[config.mk]
export PLATFORM = sky130hd
export DESIGN_NAME = canRxStoreSeq
export DESIGN_NICKNAME = d
export VERILOG_FILES = /design/src/rtl/canRxStorePkg.sv /design/src/rtl/canRxStoreCtrl.sv /design/src/rtl/canRxStoreDpath.sv /design/src/rtl/canRxStoreSeq.sv
export SDC_FILE = /design/constraint.sdc
export NUM_CORES = 1
export LEC_CHECK = 0
export BUFFER_PORTS_ARGS = -buffer_cell sky130_fd_sc_hd__buf_2
export CORE_MARGIN = 2
export CORE_UTILIZATION = 45
export DETAILED_ROUTE_END_ITERATION = 8
export PLACE_DENSITY = 0.73
export SYNTH_ARGS = -nofsm -noshare
export SYNTH_HDL_FRONTEND = slang
export SYNTH_SLANG_ARGS = --single-unit
[constraint.sdc]
create_clock -name clk -period 2.85 [get_ports clk]
set_clock_uncertainty 0.05 [all_clocks]
set_input_delay 0.4275 -clock clk [delete_from_list [all_inputs] [get_ports clk]]
set_output_delay 0.4275 -clock clk [all_outputs]
set_load 0.01 [all_outputs]
[src/rtl/canRxStorePkg.sv]
package canRxStorePkg;
  localparam int SLOT_W = 4;

  typedef struct packed {
    logic              start;
    logic              wr;
    logic              finish;
    logic [SLOT_W-1:0] slot;
  } storeCmd_t;

  typedef enum logic {ST_IDLE = 1'b0, ST_STORE = 1'b1} storeState_e;
endpackage

[src/rtl/canRxStoreCtrl.sv]
module canRxStoreCtrl
  import canRxStorePkg::*;
#(
  parameter int DLC_W     = 4,
  parameter int MAX_BYTES = 8
) (
  input  logic             clk,
  input  logic             rstN,
  input  logic             reqValid,
  input  logic [DLC_W-1:0] reqDlc,
  input  logic             cpuRamReq,
  output storeCmd_t        cmd,
  output logic             busy
);
  localparam logic [DLC_W-1:0]  CAP      = DLC_W'(MAX_BYTES);
  localparam logic [SLOT_W-1:0] HDR_LAST = SLOT_W'(1);

  storeState_e       state;
  logic [SLOT_W-1:0] slot;
  logic [SLOT_W-1:0] lastSlot;
  logic [DLC_W-1:0]  byteCnt;
  logic              accept;

  assign accept  = reqValid && (state == ST_IDLE);
  assign byteCnt = (reqDlc > CAP) ? CAP : reqDlc;

  always_comb begin
    cmd        = '0;
    cmd.start  = accept;
    cmd.wr     = (state == ST_STORE) && !cpuRamReq;
    cmd.finish = cmd.wr && (slot == lastSlot);
    cmd.slot   = slot;
  end

  assign busy = (state == ST_STORE);

  always_ff @(posedge clk) begin
    if (!rstN) begin
      state    <= ST_IDLE;
      slot     <= '0;
      lastSlot <= '0;
    end else if (accept) begin
      state    <= ST_STORE;
      slot     <= '0;
      lastSlot <= HDR_LAST + SLOT_W'(byteCnt);
    end else if (cmd.wr) begin
      slot <= slot + SLOT_W'(1);
      if (cmd.finish) state <= ST_IDLE;
    end
  end
endmodule

[src/rtl/canRxStoreDpath.sv]
module canRxStoreDpath
  import canRxStorePkg::*;
#(
  parameter int NUM_BUF    = 32,
  parameter int ID_W       = 11,
  parameter int DLC_W      = 4,
  parameter int MAX_BYTES  = 8,
  parameter int WORD_W     = 16,
  parameter int HIST_DEPTH = 8,
  localparam int IDX_W     = $clog2(NUM_BUF),
  localparam int ADDR_W    = IDX_W + SLOT_W,
  localparam int DATA_W    = MAX_BYTES * 8,
  localparam int PTR_W     = $clog2(HIST_DEPTH),
  localparam int CNT_W     = PTR_W + 1
) (
  input  logic              clk,
  input  logic              rstN,
  input  storeCmd_t         cmd,
  input  logic [IDX_W-1:0]  reqIdx,
  input  logic [ID_W-1:0]   reqId,
  input  logic [DLC_W-1:0]  reqDlc,
  input  logic [DATA_W-1:0] reqData,
  input  logic              cpuRamReq,
  input  logic              cpuRamWe,
  input  logic [ADDR_W-1:0] cpuRamAddr,
  input  logic [WORD_W-1:0] cpuRamWdata,
  output logic              ramEn,
  output logic              ramWe,
  output logic [ADDR_W-1:0] ramAddr,
  output logic [WORD_W-1:0] ramWdata,
  input  logic              cpuRdyWe,
  input  logic [IDX_W-1:0]  cpuRdyIdx,
  input  logic              cpuRdyVal,
  input  logic              cpuNdClr,
  input  logic [IDX_W-1:0]  cpuNdIdx,
  output logic [NUM_BUF-1:0] newData,
  output logic [NUM_BUF-1:0] updating,
  output logic [NUM_BUF-1:0] ready,
  input  logic              histPop,
  output logic              histValid,
  output logic [IDX_W-1:0]  histIdx,
  output logic              histOverflow,
  output logic              rxIrq
);
  localparam logic [SLOT_W-1:0] SLOT_ID  = SLOT_W'(0);
  localparam logic [SLOT_W-1:0] SLOT_DLC = SLOT_W'(1);

  logic [IDX_W-1:0]  capIdx;
  logic [ID_W-1:0]   capId;
  logic [DLC_W-1:0]  capDlc;
  logic [DATA_W-1:0] capData;
  logic [2:0]        byteSel;
  logic [WORD_W-1:0] storeWord;

  always_ff @(posedge clk) begin
    if (!rstN) begin
      capIdx  <= '0;
      capId   <= '0;
      capDlc  <= '0;
      capData <= '0;
    end else if (cmd.start) begin
      capIdx  <= reqIdx;
      capId   <= reqId;
      capDlc  <= reqDlc;
      capData <= reqData;
    end
  end

  // Word assembly: identifier, then length code, then data bytes.
  assign byteSel = cmd.slot[2:0] - 3'd2;
  always_comb begin
    if (cmd.slot == SLOT_ID)       storeWord = WORD_W'(capId);
    else if (cmd.slot == SLOT_DLC) storeWord = WORD_W'(capDlc);
    else                           storeWord = WORD_W'(capData[byteSel*8 +: 8]);
  end

  // RAM port: the CPU always wins.
  always_comb begin
    if (cpuRamReq) begin
      ramEn    = 1'b1;
      ramWe    = cpuRamWe;
      ramAddr  = cpuRamAddr;
      ramWdata = cpuRamWdata;
    end else begin
      ramEn    = cmd.wr;
      ramWe    = cmd.wr;
      ramAddr  = {capIdx, cmd.slot};
      ramWdata = storeWord;
    end
  end

  // Per-buffer flag next state.
  logic [NUM_BUF-1:0] ndNext, mucNext, rdyNext;
  for (genvar i = 0; i < NUM_BUF; i++) begin : g_flag
    logic startHit, finHit, ndClrHit, rdyHit;
    assign startHit = cmd.start && (reqIdx == IDX_W'(i));
    assign finHit   = cmd.finish && (capIdx == IDX_W'(i));
    assign ndClrHit = cpuNdClr && (cpuNdIdx == IDX_W'(i)) && !updating[i];
    assign rdyHit   = cpuRdyWe && (cpuRdyIdx == IDX_W'(i)) && !updating[i];
    assign ndNext[i]  = (startHit || finHit) ? 1'b1 : (ndClrHit ? 1'b0 : newData[i]);
    assign mucNext[i] = startHit ? 1'b1 : (finHit ? 1'b0 : updating[i]);
    assign rdyNext[i] = rdyHit ? cpuRdyVal : ready[i];
  end

  always_ff @(posedge clk) begin
    if (!rstN) begin
      newData  <= '0;
      updating <= '0;
      ready    <= '0;
      rxIrq    <= 1'b0;
    end else begin
      newData  <= ndNext;
      updating <= mucNext;
      ready    <= rdyNext;
      rxIrq    <= cmd.finish;
    end
  end

  // History FIFO.
  logic [IDX_W-1:0] histMem [HIST_DEPTH];
  logic [PTR_W-1:0] wrPtr, rdPtr;
  logic [CNT_W-1:0] histCnt;
  logic             histFull, doPush, doPop;

  assign histFull  = (histCnt == CNT_W'(HIST_DEPTH));
  assign histValid = (histCnt != '0);
  assign histIdx   = histMem[rdPtr];
  assign doPush    = cmd.start && !histFull;
  assign doPop     = histPop && histValid;

  always_ff @(posedge clk) begin
    if (!rstN) begin
      wrPtr        <= '0;
      rdPtr        <= '0;
      histCnt      <= '0;
      histOverflow <= 1'b0;
      for (int k = 0; k < HIST_DEPTH; k++) histMem[k] <= '0;
    end else begin
      if (doPush) begin
        histMem[wrPtr] <= reqIdx;
        wrPtr          <= wrPtr + PTR_W'(1);
      end
      if (doPop) rdPtr <= rdPtr + PTR_W'(1);
      if (cmd.start && histFull) histOverflow <= 1'b1;
      histCnt <= histCnt + CNT_W'(doPush) - CNT_W'(doPop);
    end
  end
endmodule

[src/rtl/canRxStoreSeq.sv]
module canRxStoreSeq
  import canRxStorePkg::*;
#(
  parameter int NUM_BUF    = 32,
  parameter int ID_W       = 11,
  parameter int DLC_W      = 4,
  parameter int MAX_BYTES  = 8,
  parameter int WORD_W     = 16,
  parameter int HIST_DEPTH = 8,
  localparam int IDX_W     = $clog2(NUM_BUF),
  localparam int ADDR_W    = IDX_W + SLOT_W,
  localparam int DATA_W    = MAX_BYTES * 8
) (
  input  logic               clk,
  input  logic               rstN,
  input  logic               reqValid,
  input  logic [IDX_W-1:0]   reqIdx,
  input  logic [ID_W-1:0]    reqId,
  input  logic [DLC_W-1:0]   reqDlc,
  input  logic [DATA_W-1:0]  reqData,
  output logic               busy,
  input  logic               cpuRamReq,
  input  logic               cpuRamWe,
  input  logic [ADDR_W-1:0]  cpuRamAddr,
  input  logic [WORD_W-1:0]  cpuRamWdata,
  output logic               ramEn,
  output logic               ramWe,
  output logic [ADDR_W-1:0]  ramAddr,
  output logic [WORD_W-1:0]  ramWdata,
  input  logic               cpuRdyWe,
  input  logic [IDX_W-1:0]   cpuRdyIdx,
  input  logic               cpuRdyVal,
  input  logic               cpuNdClr,
  input  logic [IDX_W-1:0]   cpuNdIdx,
  output logic [NUM_BUF-1:0] newData,
  output logic [NUM_BUF-1:0] updating,
  output logic [NUM_BUF-1:0] ready,
  input  logic               histPop,
  output logic               histValid,
  output logic [IDX_W-1:0]   histIdx,
  output logic               histOverflow,
  output logic               rxIrq
);
  storeCmd_t cmd;

  canRxStoreCtrl #(.DLC_W(DLC_W), .MAX_BYTES(MAX_BYTES)) uCtrl (
    .clk(clk), .rstN(rstN), .reqValid(reqValid), .reqDlc(reqDlc),
    .cpuRamReq(cpuRamReq), .cmd(cmd), .busy(busy)
  );

  canRxStoreDpath #(
    .NUM_BUF(NUM_BUF), .ID_W(ID_W), .DLC_W(DLC_W), .MAX_BYTES(MAX_BYTES),
    .WORD_W(WORD_W), .HIST_DEPTH(HIST_DEPTH)
  ) uDpath (
    .clk(clk), .rstN(rstN), .cmd(cmd),
    .reqIdx(reqIdx), .reqId(reqId), .reqDlc(reqDlc), .reqData(reqData),
    .cpuRamReq(cpuRamReq), .cpuRamWe(cpuRamWe), .cpuRamAddr(cpuRamAddr),
    .cpuRamWdata(cpuRamWdata),
    .ramEn(ramEn), .ramWe(ramWe), .ramAddr(ramAddr), .ramWdata(ramWdata),
    .cpuRdyWe(cpuRdyWe), .cpuRdyIdx(cpuRdyIdx), .cpuRdyVal(cpuRdyVal),
    .cpuNdClr(cpuNdClr), .cpuNdIdx(cpuNdIdx),
    .newData(newData), .updating(updating), .ready(ready),
    .histPop(histPop), .histValid(histValid), .histIdx(histIdx),
    .histOverflow(histOverflow), .rxIrq(rxIrq)
  );
endmodule

==> results of run 1 <==
## cells in the mapped netlist (5+ instances only)
cell                       count
sky130_fd_sc_hd__xnor2_1       8
sky130_fd_sc_hd__o21ai_1      13
sky130_fd_sc_hd__o21ai_0      74
sky130_fd_sc_hd__ha_1         13
sky130_fd_sc_hd__o221a_2       5
sky130_fd_sc_hd__clkbuf_1     63
sky130_fd_sc_hd__dfxtp_1     204
sky130_fd_sc_hd__nor2b_1      50
sky130_fd_sc_hd__buf_2        25
sky130_fd_sc_hd__xor2_1        5
sky130_fd_sc_hd__nand2_1     223
sky130_fd_sc_hd__mux2_2       12
sky130_fd_sc_hd__mux4_2       23
sky130_fd_sc_hd__o31ai_1      22
sky130_fd_sc_hd__a21boi_0     86
sky130_fd_sc_hd__nand2b_1     14
sky130_fd_sc_hd__a21oi_1      13
sky130_fd_sc_hd__edfxtp_1     40
sky130_fd_sc_hd__nor2_1       28
sky130_fd_sc_hd__inv_1        13
sky130_fd_sc_hd__and2_1       56
sky130_fd_sc_hd__o31a_1       13
sky130_fd_sc_hd__a31oi_1      19
sky130_fd_sc_hd__or3_1         7
sky130_fd_sc_hd__nor3_1       66
sky130_fd_sc_hd__a22oi_1       8
sky130_fd_sc_hd__nand3b_1      6
sky130_fd_sc_hd__nand3_1      17
sky130_fd_sc_hd__a22o_1       19
sky130_fd_sc_hd__mux2i_1      44
## cell families after synthesis
logic type	Yosys count
AND/OR/NAND/NOR	508
AO/OA/AOI/OAI	282
flip-flops	244
buffers and inverters	107
multiplexers	79
adder cells (fa/ha/maj)	14
XOR/XNOR	13
## where the power goes
group / total [mW] / internal (mW) / switching (mW)
sequential: 3.85 / 3.68 / 0.175
clock: 3.29 / 1.88 / 1.41
combinational: 1.20 / 0.558 / 0.642
## tightest hold or removal path, cell delays in order
cell	delay (ns)
sky130_fd_sc_hd__buf_2	0.10
sky130_fd_sc_hd__nand2_1	0.04
sky130_fd_sc_hd__a21boi_0	0.06
## metal layers
layer  global-route usage, %  wire length, µm
met1                    35.5            14900
met2                    40.6            16200
met3                    4.22             2830
met4                    8.81             1180
met5                       0                0
## stage by stage
step	instance area (µm²)	setup slack [ns]	hold WS, ns	instances	util (%)
2_1_floorplan	11600	0.331	0.390	1247	-
3_3_place_gp	13100	0.279	0.401	1757	51.8
3_5_place_dp	13100	0.227	0.408	1757	51.8
4_1_cts	13900	0.0102	0.0829	1805	55.2
5_1_grt	14000	0.0157	0.0933	1806	55.3
6_report	14000	0.125	0.0967	1806	55.3
## placed cells by master (no fill, tap or decap), drive strengths merged, types with 40 or more instances in the layout
master	netlist	layout
a21boi	86	86
nor3	70	70
mux2i	44	44
nor2b	50	50
buf	30	274
o21ai	87	87
dfxtp	204	204
edfxtp	40	40
and2	56	56
nand2	223	223
## flip-flops by register name, summed over array words and instances (netlist names), 3 cells and up, named ones only
register         count
uCtrl.lastSlot       4
uDpath.capId        11
uDpath.wrPtr         3
uDpath.histCnt       4
uDpath.capData      64
uDpath.updating     32
uDpath.capDlc        4
uDpath.capIdx        5
uDpath.rdPtr         3
uCtrl.slot           4
uDpath.ready        32
uDpath.histMem      40
uDpath.newData      32
## area by class of cell
type	instances	area [µm²]
inverters	14	52.6
clock buffers	33	718
fillers	2275	11300
clock inverters	15	116
flip-flops and latches	244	5290
well taps	330	413
repair buffers	274	1440
multi-input cells	896	5930
## worst max-delay path by stage
stage	start	endpoint	slack, ns	cells after the start
after floorplan	uDpath.histCnt[2]$_SDFF_PN0_	uDpath.histCnt[2]$_SDFF_PN0_	0.33	12
after detailed placement	uCtrl.slot[2]$_SDFFE_PP0P_	ramWdata[5]	0.23	5
after global placement	uCtrl.slot[2]$_SDFFE_PP0P_	ramWdata[5]	0.28	5
final	uCtrl.slot[2]$_SDFFE_PP0P_	ramWdata[5]	0.13	5
after CTS	uCtrl.slot[1]$_SDFFE_PP0P_	ramWdata[5]	0.01	7
after global routing	uCtrl.slot[1]$_SDFFE_PP0P_	ramWdata[3]	0.02	7
## repair_timing
action                                  4_1_cts  5_1_grt
resized for setup                             8        9
hold endpoints to repair                      0        0
buffers inserted                              0        1
gates cloned                                  0        0
endpoints found under the setup margin       11       13
==> impl_metrics.toml, run 1 <==
[sta]
post-route-min-period_ns = 2.72
post-route-period-util_pct = 95.6
report.final.hold_viol_count = 0
measured_slew_at_the_worst_slew_check_pin_ns = 0.785
rsz_0062_raised_after_global_routing = "no"
setup_viol = 0
relative_slew_slack_pct = 47.1
fmaxAchievable_mhz = 367
drv_slew = 0
setup_total_neg_slack_ns = 0

[worst_hold_path]
min_delay_path_depth = 3
hold_path.startpoint = "reqData[5]"
whs_endpoint = "uDpath.capData[5]$_SDFFE_PN0P_"
hp-class = "in -> reg"

[clock_tree]
h-tree-depth = 1
cts-hold-fix-buffers = 0
ctsRootBufferMaster = "sky130_fd_sc_hd__clkbuf_16"
clock_sink_count = 244
cts_max_path_buffers = 3
cts_tree = "done"
clock_pin_slew_worst_setup_and_hold_paths_ns = 0.06
clock_latency_ns = 0.52
cts_inserted_buffers = 26

[critical_path]
worstPathRequired_ns = 2.37
worst_path_dominant_cell_family = "multiplexers"
regToRegSetupSlack_ns = 0.25
worst-path-max-fanout = 18
critPathArrivalTime_ns = 2.25
buffer_and_inverter_count_on_the_worst_path = 1
worst_r2r_src = "uDpath.histCnt[2]$_SDFF_PN0_"
timing.critical_path.from_type = "register"
worst_r2r_path_depth = 12
worstSetupEndpointType = "primary output"
cp_slowest_cell = "sky130_fd_sc_hd__ha_4"
rr_endpoint = "uDpath.histCnt[2]$_SDFF_PN0_"
timing.critical_path.cells = "ha_4 -> mux4_2 -> mux2i_1 -> o21ai_2 -> buf_2"
slowest_delay_ns = 0.49
criticalPathCategory = "reg -> out"

[floorplanning]
die-height_um = 165
core-area_mm2 = 0.0253
die_area_mm2 = 0.0271
fp-row-count = 58
chipWidth_um = 165
floorplan.initialDensity_pct = 46.1
io-pin-count = 260

[global_routing]
grt_pass1_wl_mm = 53.9
first_global_vias = 9663
largest_net_degree_at_the_start_of_global_routing = 138
grt.overflow.total = 0
antenna_violations_before_repair = 1
groute.usage.overall_pct = 25.6

[drt]
routed_wl_per_cell_um = 19.5
remaining_routing_drc_violations = 0
antenna_violating_nets_post_route = 0
wirelength_mm = 35.1
first_pass_iters = 5
vias_per_cell = 5.61
drtIter0Drc = 795
detailroute.via_count = 10100

[logic_synthesis]
syn-cell-area_mm2 = 0.0116
synth.mux.area_fraction_pct = 9.40
ys_seq_area_share_pct = 45.4
asyncSetResetFlopFracSynth_pct = 0
yosys.area.top_type_share_pct = 35.1
synth_simple_gate_area_share_pct = 22.1
yosys_most_used_dff = "sky130_fd_sc_hd__dfxtp_1"
synth_top_family_by_area = "simple AND/OR/NAND/NOR gates"
post_synth_main_area_contributors = "sky130_fd_sc_hd__dfxtp_1 (35%), sky130_fd_sc_hd__edfxtp_1 (10%), sky130_fd_sc_hd__nand2_1 (7.2%), sky130_fd_sc_hd__a21boi_0 (5.6%), sky130_fd_sc_hd__mux4_2 (4.5%)"
netlist_instances = 1247
synth-edff-count = 40
syn_nets = 1389
synth_xor_xnor_area_share_pct = 0.979
synthesis.yosys.warnings = 0
synth-compound-area-share_pct = 16.5
synth-seq-cells = 244
post-synth-top-area-cell = "sky130_fd_sc_hd__dfxtp_1"
synth-adder-area-share_pct = 1.57
post_synth_num_cell_types = 57
syn_avg_cell_area_um2 = 9.33

[place]
gp_congestion = 0.975
dp.final_hpwl_mm = 25.8
io_buffer_count = 259

[flow_run]
drv_cap = 0

[power]
sum_of_internal_switching_and_leakage_power_mw = 8.34
irDropWorstVdd_mv = 0.467
power.density_cell_area_mw_per_mm2 = 598
power_leakage_nw = 5.62

[final_layout]
antenna_cells = 0
share_of_post_route_cells_with_drive_strength_above_1_pct = 25.9
final_nets = 1598
layout-area-overhead-vs-synth_pct = 20.0

[outcome]
run_status = "completed"
Power figures use the tool's default switching activity.
==> inputs of run 2 (changes only) <==
==> constraint.sdc (replaced) <==
create_clock -name clk -period 3.3 [get_ports clk]
set_clock_uncertainty 0.05 [all_clocks]
set_input_delay 0.495 -clock clk [delete_from_list [all_inputs] [get_ports clk]]
set_output_delay 0.495 -clock clk [all_outputs]
set_load 0.01 [all_outputs]
==> impl_metrics.toml, run 2 (synthesis gave the netlist of run 1 again) <==
[outcome]
run_status = "completed"

[power]
power_leakage_nw = 5.63
p_seq_share_pct = 45.2
power.density_cell_area_mw_per_mm2 = 527
sum_of_internal_switching_and_leakage_power_mw = 7.34
power_switching_mw = 1.94
power.share.clock_pct = 40.5
netSwitchingFraction_pct = 26.4
irDropWorstVdd_mv = 0.312
p_int_mw = 5.41
pwr-share-comb_pct = 14.3

[floorplanning]
io-pin-count = 260
core-area_mm2 = 0.0253
die-height_um = 165
floorplan.initialDensity_pct = 46.1
fp-row-count = 58
chipWidth_um = 165
die_area_mm2 = 0.0271

[drt]
drtIter0Drc = 845
first_pass_iters = 5
remaining_routing_drc_violations = 0
antenna_violating_nets_post_route = 0
routed_wl_per_cell_um = 19.7
vias_per_cell = 5.64
detailroute.via_count = 10200
wirelength_mm = 35.5

[sta]
report.final.hold_viol_count = 0
setup_slack_ns = 0.246
post-route-period-util_pct = 92.5
drv_slew = 0
fmaxAchievable_mhz = 327
measured_slew_at_the_worst_slew_check_pin_ns = 0.968
setup_viol = 0
relative_slew_slack_pct = 35.5
post-route-min-period_ns = 3.05
rsz_0062_raised_after_global_routing = "no"
setup_total_neg_slack_ns = 0

[global_routing]
grt-busiest-layer = "met2"
grt_pass1_wl_mm = 53.6
grt_util_met2_pct = 40.4
groute.usage.overall_pct = 25.4
met3_grt_util_pct = 6.15
antenna_violations_before_repair = 3
grt.overflow.total = 0
first_global_vias = 9688
largest_net_degree_at_the_start_of_global_routing = 92
globalRouteMet1Util_pct = 33.5

[final_layout]
layout.filler_cells = 2306
postLayoutCoreUtil_pct = 55.1
post-route-cell-area_mm2 = 0.0139
multi_input_comb_area_mm2 = 0.00589
most_common_library_cell_in_the_layout_ignoring_fill_and_taps = "sky130_fd_sc_hd__buf_2"
largest_register_ff_count = 64
final_nets = 1599
seqCellArea_mm2 = 0.00529
largest-register = "uDpath.capData"
layout_top_registers = "uDpath.capData (64), uDpath.histMem (40)"
antenna_cells = 0
final_cell_mix = "sky130_fd_sc_hd__buf_2 (258), sky130_fd_sc_hd__nand2_1 (223), sky130_fd_sc_hd__dfxtp_1 (204)"
layout-area-overhead-vs-synth_pct = 19.7
share_of_post_route_cells_with_drive_strength_above_1_pct = 25.5

[critical_path]
regToRegSetupSlack_ns = 0.67
timing.critical_path.from_type = "register"
worstSetupEndpointType = "primary output"
worstPathRequired_ns = 2.75
worst_r2r_src = "uDpath.histCnt[2]$_SDFF_PN0_"
rr_endpoint = "uDpath.histCnt[2]$_SDFF_PN0_"
criticalPathCategory = "reg -> out"
worst-path-max-fanout = 13
critPathArrivalTime_ns = 2.51
worst_r2r_path_depth = 12

[clock_tree]
post_cts.resized_instances = 0
cts-hold-fix-buffers = 0
clock_sink_count = 244
cts_tree = "done"
h-tree-depth = 1
clock_latency_ns = 0.53
clock_pin_slew_worst_setup_and_hold_paths_ns = 0.06
postCtsSetupBuffers = 0
cts_max_path_buffers = 3
cts_inserted_buffers = 27
ctsRootBufferMaster = "sky130_fd_sc_hd__clkbuf_16"

[worst_hold_path]
hp-class = "in -> reg"
hold_path.startpoint = "reqData[38]"
min_delay_path_depth = 3
whs_endpoint = "uDpath.capData[38]$_SDFFE_PN0P_"

[place]
placed_cell_area_mm2 = 0.0131
dp.final_hpwl_mm = 25.7
dp_slack_ns = 0.679
io_buffer_count = 259
gp_congestion = 0.960

[flow_run]
drv_cap = 0
[run 2: cell type report]
| type | count | area share [%] |
|---|---|---|
| Multi-Input combinational cell | 896 | 42.3 |
| Timing Repair Buffer | 274 | 10.1 |
| Clock inverter | 7 | 0.449 |
| Clock buffer | 41 | 5.80 |
| Tap cell | 330 | 2.97 |
| Sequential cell | 244 | 38.0 |
| Inverter | 14 | 0.377 |
[run 2: routing by layer]
layer,vias up,wire (µm)
li1,4817,-
met1,4785,14300
met2,480,16300
met3,94,3570
met4,4,1270
met5,-,27
[run 2: worst max-delay path: stages, from the launching register on]
cell and delay [ns]:
sky130_fd_sc_hd__dfxtp_1 0.33, sky130_fd_sc_hd__clkinv_1 0.26, sky130_fd_sc_hd__ha_1 0.42, sky130_fd_sc_hd__nor2b_1 0.18, sky130_fd_sc_hd__o21ai_0 0.15, sky130_fd_sc_hd__nand3_1 0.10
sky130_fd_sc_hd__o31ai_1 0.34, sky130_fd_sc_hd__buf_2 0.20
[run 2: stage by stage]
stage,hold WS (ns),instances
3_5_place_dp,0.408,1758
4_1_cts,0.153,1806
2_1_floorplan,0.390,1247
5_1_grt,0.171,1806
3_3_place_gp,0.400,1758
6_report,0.161,1806
[run 2: power groups by stage]
stage | combinational [mW] | clock [mW] | sequential, mW
2_1_floorplan | 0.750 | 0 | 3.30
3_3_place_gp | 1.02 | 0 | 3.37
3_5_place_dp | 1.05 | 0 | 3.38
4_1_cts | 1.05 | 3.00 | 3.32
5_1_grt | 1.16 | 3.12 | 3.34
6_report | 1.05 | 2.98 | 3.32
[run 2: how the worst max path moves through the flow]
stage	from	end	slack, ns	depth (start not counted)
global placement	uDpath.histCnt[2]$_SDFF_PN0_	uDpath.histCnt[2]$_SDFF_PN0_	0.74	12
finish	uCtrl.slot[1]$_SDFFE_PP0P_	ramWdata[1]	0.25	7
CTS	uCtrl.slot[1]$_SDFFE_PP0P_	ramWdata[1]	0.25	7
global route	uCtrl.slot[1]$_SDFFE_PP0P_	ramWdata[1]	0.11	7
floorplan	uCtrl.slot[1]$_SDFFE_PP0P_	ramWdata[3]	0.73	8
detailed placement	uDpath.histCnt[2]$_SDFF_PN0_	uDpath.histCnt[2]$_SDFF_PN0_	0.68	12
==> inputs of run 3 (changes only) <==
==> constraint.sdc (replaced) <==
create_clock -name clk -period 3.3 [get_ports clk]
set_clock_uncertainty 0.05 [all_clocks]
set_input_delay 0.33 -clock clk [delete_from_list [all_inputs] [get_ports clk]]
set_output_delay 0.33 -clock clk [all_outputs]
set_load 0.01 [all_outputs]
==> impl_metrics.toml, run 3 (synthesis gave the netlist of run 1 again) <==
[outcome]
run_status = "completed"

[critical_path]
regToRegSetupSlack_ns = 0.67
criticalPathCategory = "reg -> out"
worstSetupEndpointType = "primary output"
worst_path_dominant_cell_family = "adder cells"
cp_slowest_cell = "sky130_fd_sc_hd__ha_1"
worst-path-max-fanout = 16
slowest_delay_ns = 0.77
timing.critical_path.from_type = "register"
timing.critical_path.cells = "ha_1 -> buf_4 -> mux2i_1 -> nand2_1 -> nand3_1 -> o31ai_1 -> buf_2"
buffer_and_inverter_count_on_the_worst_path = 2
worstPathRequired_ns = 2.92
critPathArrivalTime_ns = 2.67

[final_layout]
largest-register = "uDpath.capData"
most_common_library_cell_in_the_layout_ignoring_fill_and_taps = "sky130_fd_sc_hd__buf_2"
seqCellArea_mm2 = 0.00529
final_cell_mix = "sky130_fd_sc_hd__buf_2 (258), sky130_fd_sc_hd__nand2_1 (223), sky130_fd_sc_hd__dfxtp_1 (204)"
layout_top_registers = "uDpath.capData (64), uDpath.histMem (40)"
layout-area-overhead-vs-synth_pct = 21.9
largest_register_ff_count = 64
share_of_post_route_cells_with_drive_strength_above_1_pct = 25.3
layout.filler_cells = 2275
multi_input_comb_area_mm2 = 0.00589
final_nets = 1615

[sta]
drv_slew = 0
fmaxAchievable_mhz = 328
post-route-period-util_pct = 92.5
setup_total_neg_slack_ns = 0
post-route-min-period_ns = 3.05
rsz_0062_raised_after_global_routing = "no"
setup_viol = 0
setup_slack_ns = 0.248
measured_slew_at_the_worst_slew_check_pin_ns = 0.952
report.final.hold_viol_count = 0
relative_slew_slack_pct = 36.5

[global_routing]
grt-busiest-layer = "met2"
antenna_violations_before_repair = 0
groute.usage.overall_pct = 25.8
first_global_vias = 9886
grt_util_met2_pct = 42.6
globalRouteMet1Util_pct = 34.4
grt_pass1_wl_mm = 54.7
met3_grt_util_pct = 4.65
grt.overflow.total = 0
largest_net_degree_at_the_start_of_global_routing = 93

[place]
dp_slack_ns = 0.648
gp_congestion = 0.958
io_buffer_count = 259
dp.final_hpwl_mm = 25.9

[clock_tree]
cts_inserted_buffers = 26
cts-hold-fix-buffers = 19
cts_max_path_buffers = 3
ctsRootBufferMaster = "sky130_fd_sc_hd__clkbuf_16"
post_cts.resized_instances = 0
cts_tree = "done"
clock_sink_count = 244
clock_pin_slew_worst_setup_and_hold_paths_ns = 0.07
postCtsSetupBuffers = 0
clock_latency_ns = 0.52
h-tree-depth = 1

[power]
power_leakage_nw = 5.72
power.density_cell_area_mw_per_mm2 = 531
irDropWorstVdd_mv = 0.316

[floorplanning]
chipWidth_um = 165
floorplan.initialDensity_pct = 46.1
core-area_mm2 = 0.0253
io-pin-count = 260
die_area_mm2 = 0.0271
fp-row-count = 58
die-height_um = 165

[worst_hold_path]
hp-class = "in -> reg"

[drt]
detailroute.via_count = 10300
first_pass_iters = 5
remaining_routing_drc_violations = 0
vias_per_cell = 5.63
antenna_violating_nets_post_route = 0
routed_wl_per_cell_um = 19.7
wirelength_mm = 35.8
drtIter0Drc = 755

[flow_run]
drv_cap = 0
==> run 3: cell count changes in the layout (fill, tap and decap cells not counted) <==
cell | before | now
sky130_fd_sc_hd__buf_12 | 0 | 1
sky130_fd_sc_hd__buf_4 | 16 | 13
sky130_fd_sc_hd__bufinv_16 | 1 | 5
sky130_fd_sc_hd__clkbuf_1 | 6 | 0
sky130_fd_sc_hd__clkbuf_8 | 8 | 1
sky130_fd_sc_hd__clkinv_1 | 1 | 2
sky130_fd_sc_hd__clkinv_4 | 0 | 3
sky130_fd_sc_hd__clkinvlp_2 | 0 | 2
sky130_fd_sc_hd__clkinvlp_4 | 1 | 3
sky130_fd_sc_hd__diode_2 | 0 | 1
sky130_fd_sc_hd__dlygate4sd3_1 | 0 | 19
==> run 3: final cells by class <==
type,instances,share of cell area (%)
multi-input cells,896,41.6
well taps,330,2.91
diodes,1,0.0177
repair buffers,291,11.3
inverters,14,0.371
clock inverters,19,1.68
flip-flops and latches,244,37.3
clock buffers,28,4.86
==> run 3: path summary, 6_finish.rpt <==
path	from	depth (start not counted)	endpoint
setup / recovery	uCtrl.slot[2]$_SDFFE_PP0P_	7	ramWdata[1]
setup reg to reg	uDpath.histCnt[2]$_SDFF_PN0_	12	uDpath.histCnt[2]$_SDFF_PN0_
hold / removal	reqData[56]	3	uDpath.capData[56]$_SDFFE_PN0P_
hold reg to reg	uDpath.capData[0]$_SDFFE_PN0P_	2	uDpath.capData[0]$_SDFFE_PN0P_
==> run 3: worst reg2reg max path: stages (launching register included) <==
cell and delay (ns):
sky130_fd_sc_hd__dfxtp_1 0.29, sky130_fd_sc_hd__inv_1 0.10, sky130_fd_sc_hd__ha_1 0.16, sky130_fd_sc_hd__or3b_2 0.48, sky130_fd_sc_hd__nand2_1 0.14, sky130_fd_sc_hd__inv_1 0.06
sky130_fd_sc_hd__ha_1 0.28, sky130_fd_sc_hd__inv_1 0.06, sky130_fd_sc_hd__ha_1 0.16, sky130_fd_sc_hd__inv_1 0.06, sky130_fd_sc_hd__fa_1 0.41, sky130_fd_sc_hd__xnor2_1 0.13
sky130_fd_sc_hd__and2_1 0.15
==> run 3: where the power goes <==
group,total (mW),switching (mW),internal (mW)
Clock,3.13,1.23,1.90
Combinational,1.06,0.568,0.494
Sequential,3.33,0.154,3.17
Total,7.52,1.95,5.57
==> run 3: routing by layer <==
| metal | wire length (µm) | vias to the layer above |
|---|---|---|
| li1 | - | 4851 |
| met1 | 14900 | 4892 |
| met2 | 16900 | 425 |
| met3 | 2910 | 89 |
| met4 | 1110 | 0 |
| met5 | 0 | - |
==> run 3: metrics by stage <==
stage	hold WS [ns]	cells	total power, mW	util, %	instance area [µm²]
after floorplan	0.390	1247	4.05	-	11600
after global placement	0.399	1756	4.40	51.7	13100
after detailed placement	0.408	1756	4.44	51.7	13100
after CTS	0.000343	1822	7.57	56.1	14200
after global routing	0.00154	1822	7.81	56.1	14200
final	0.0130	1823	7.52	56.1	14200
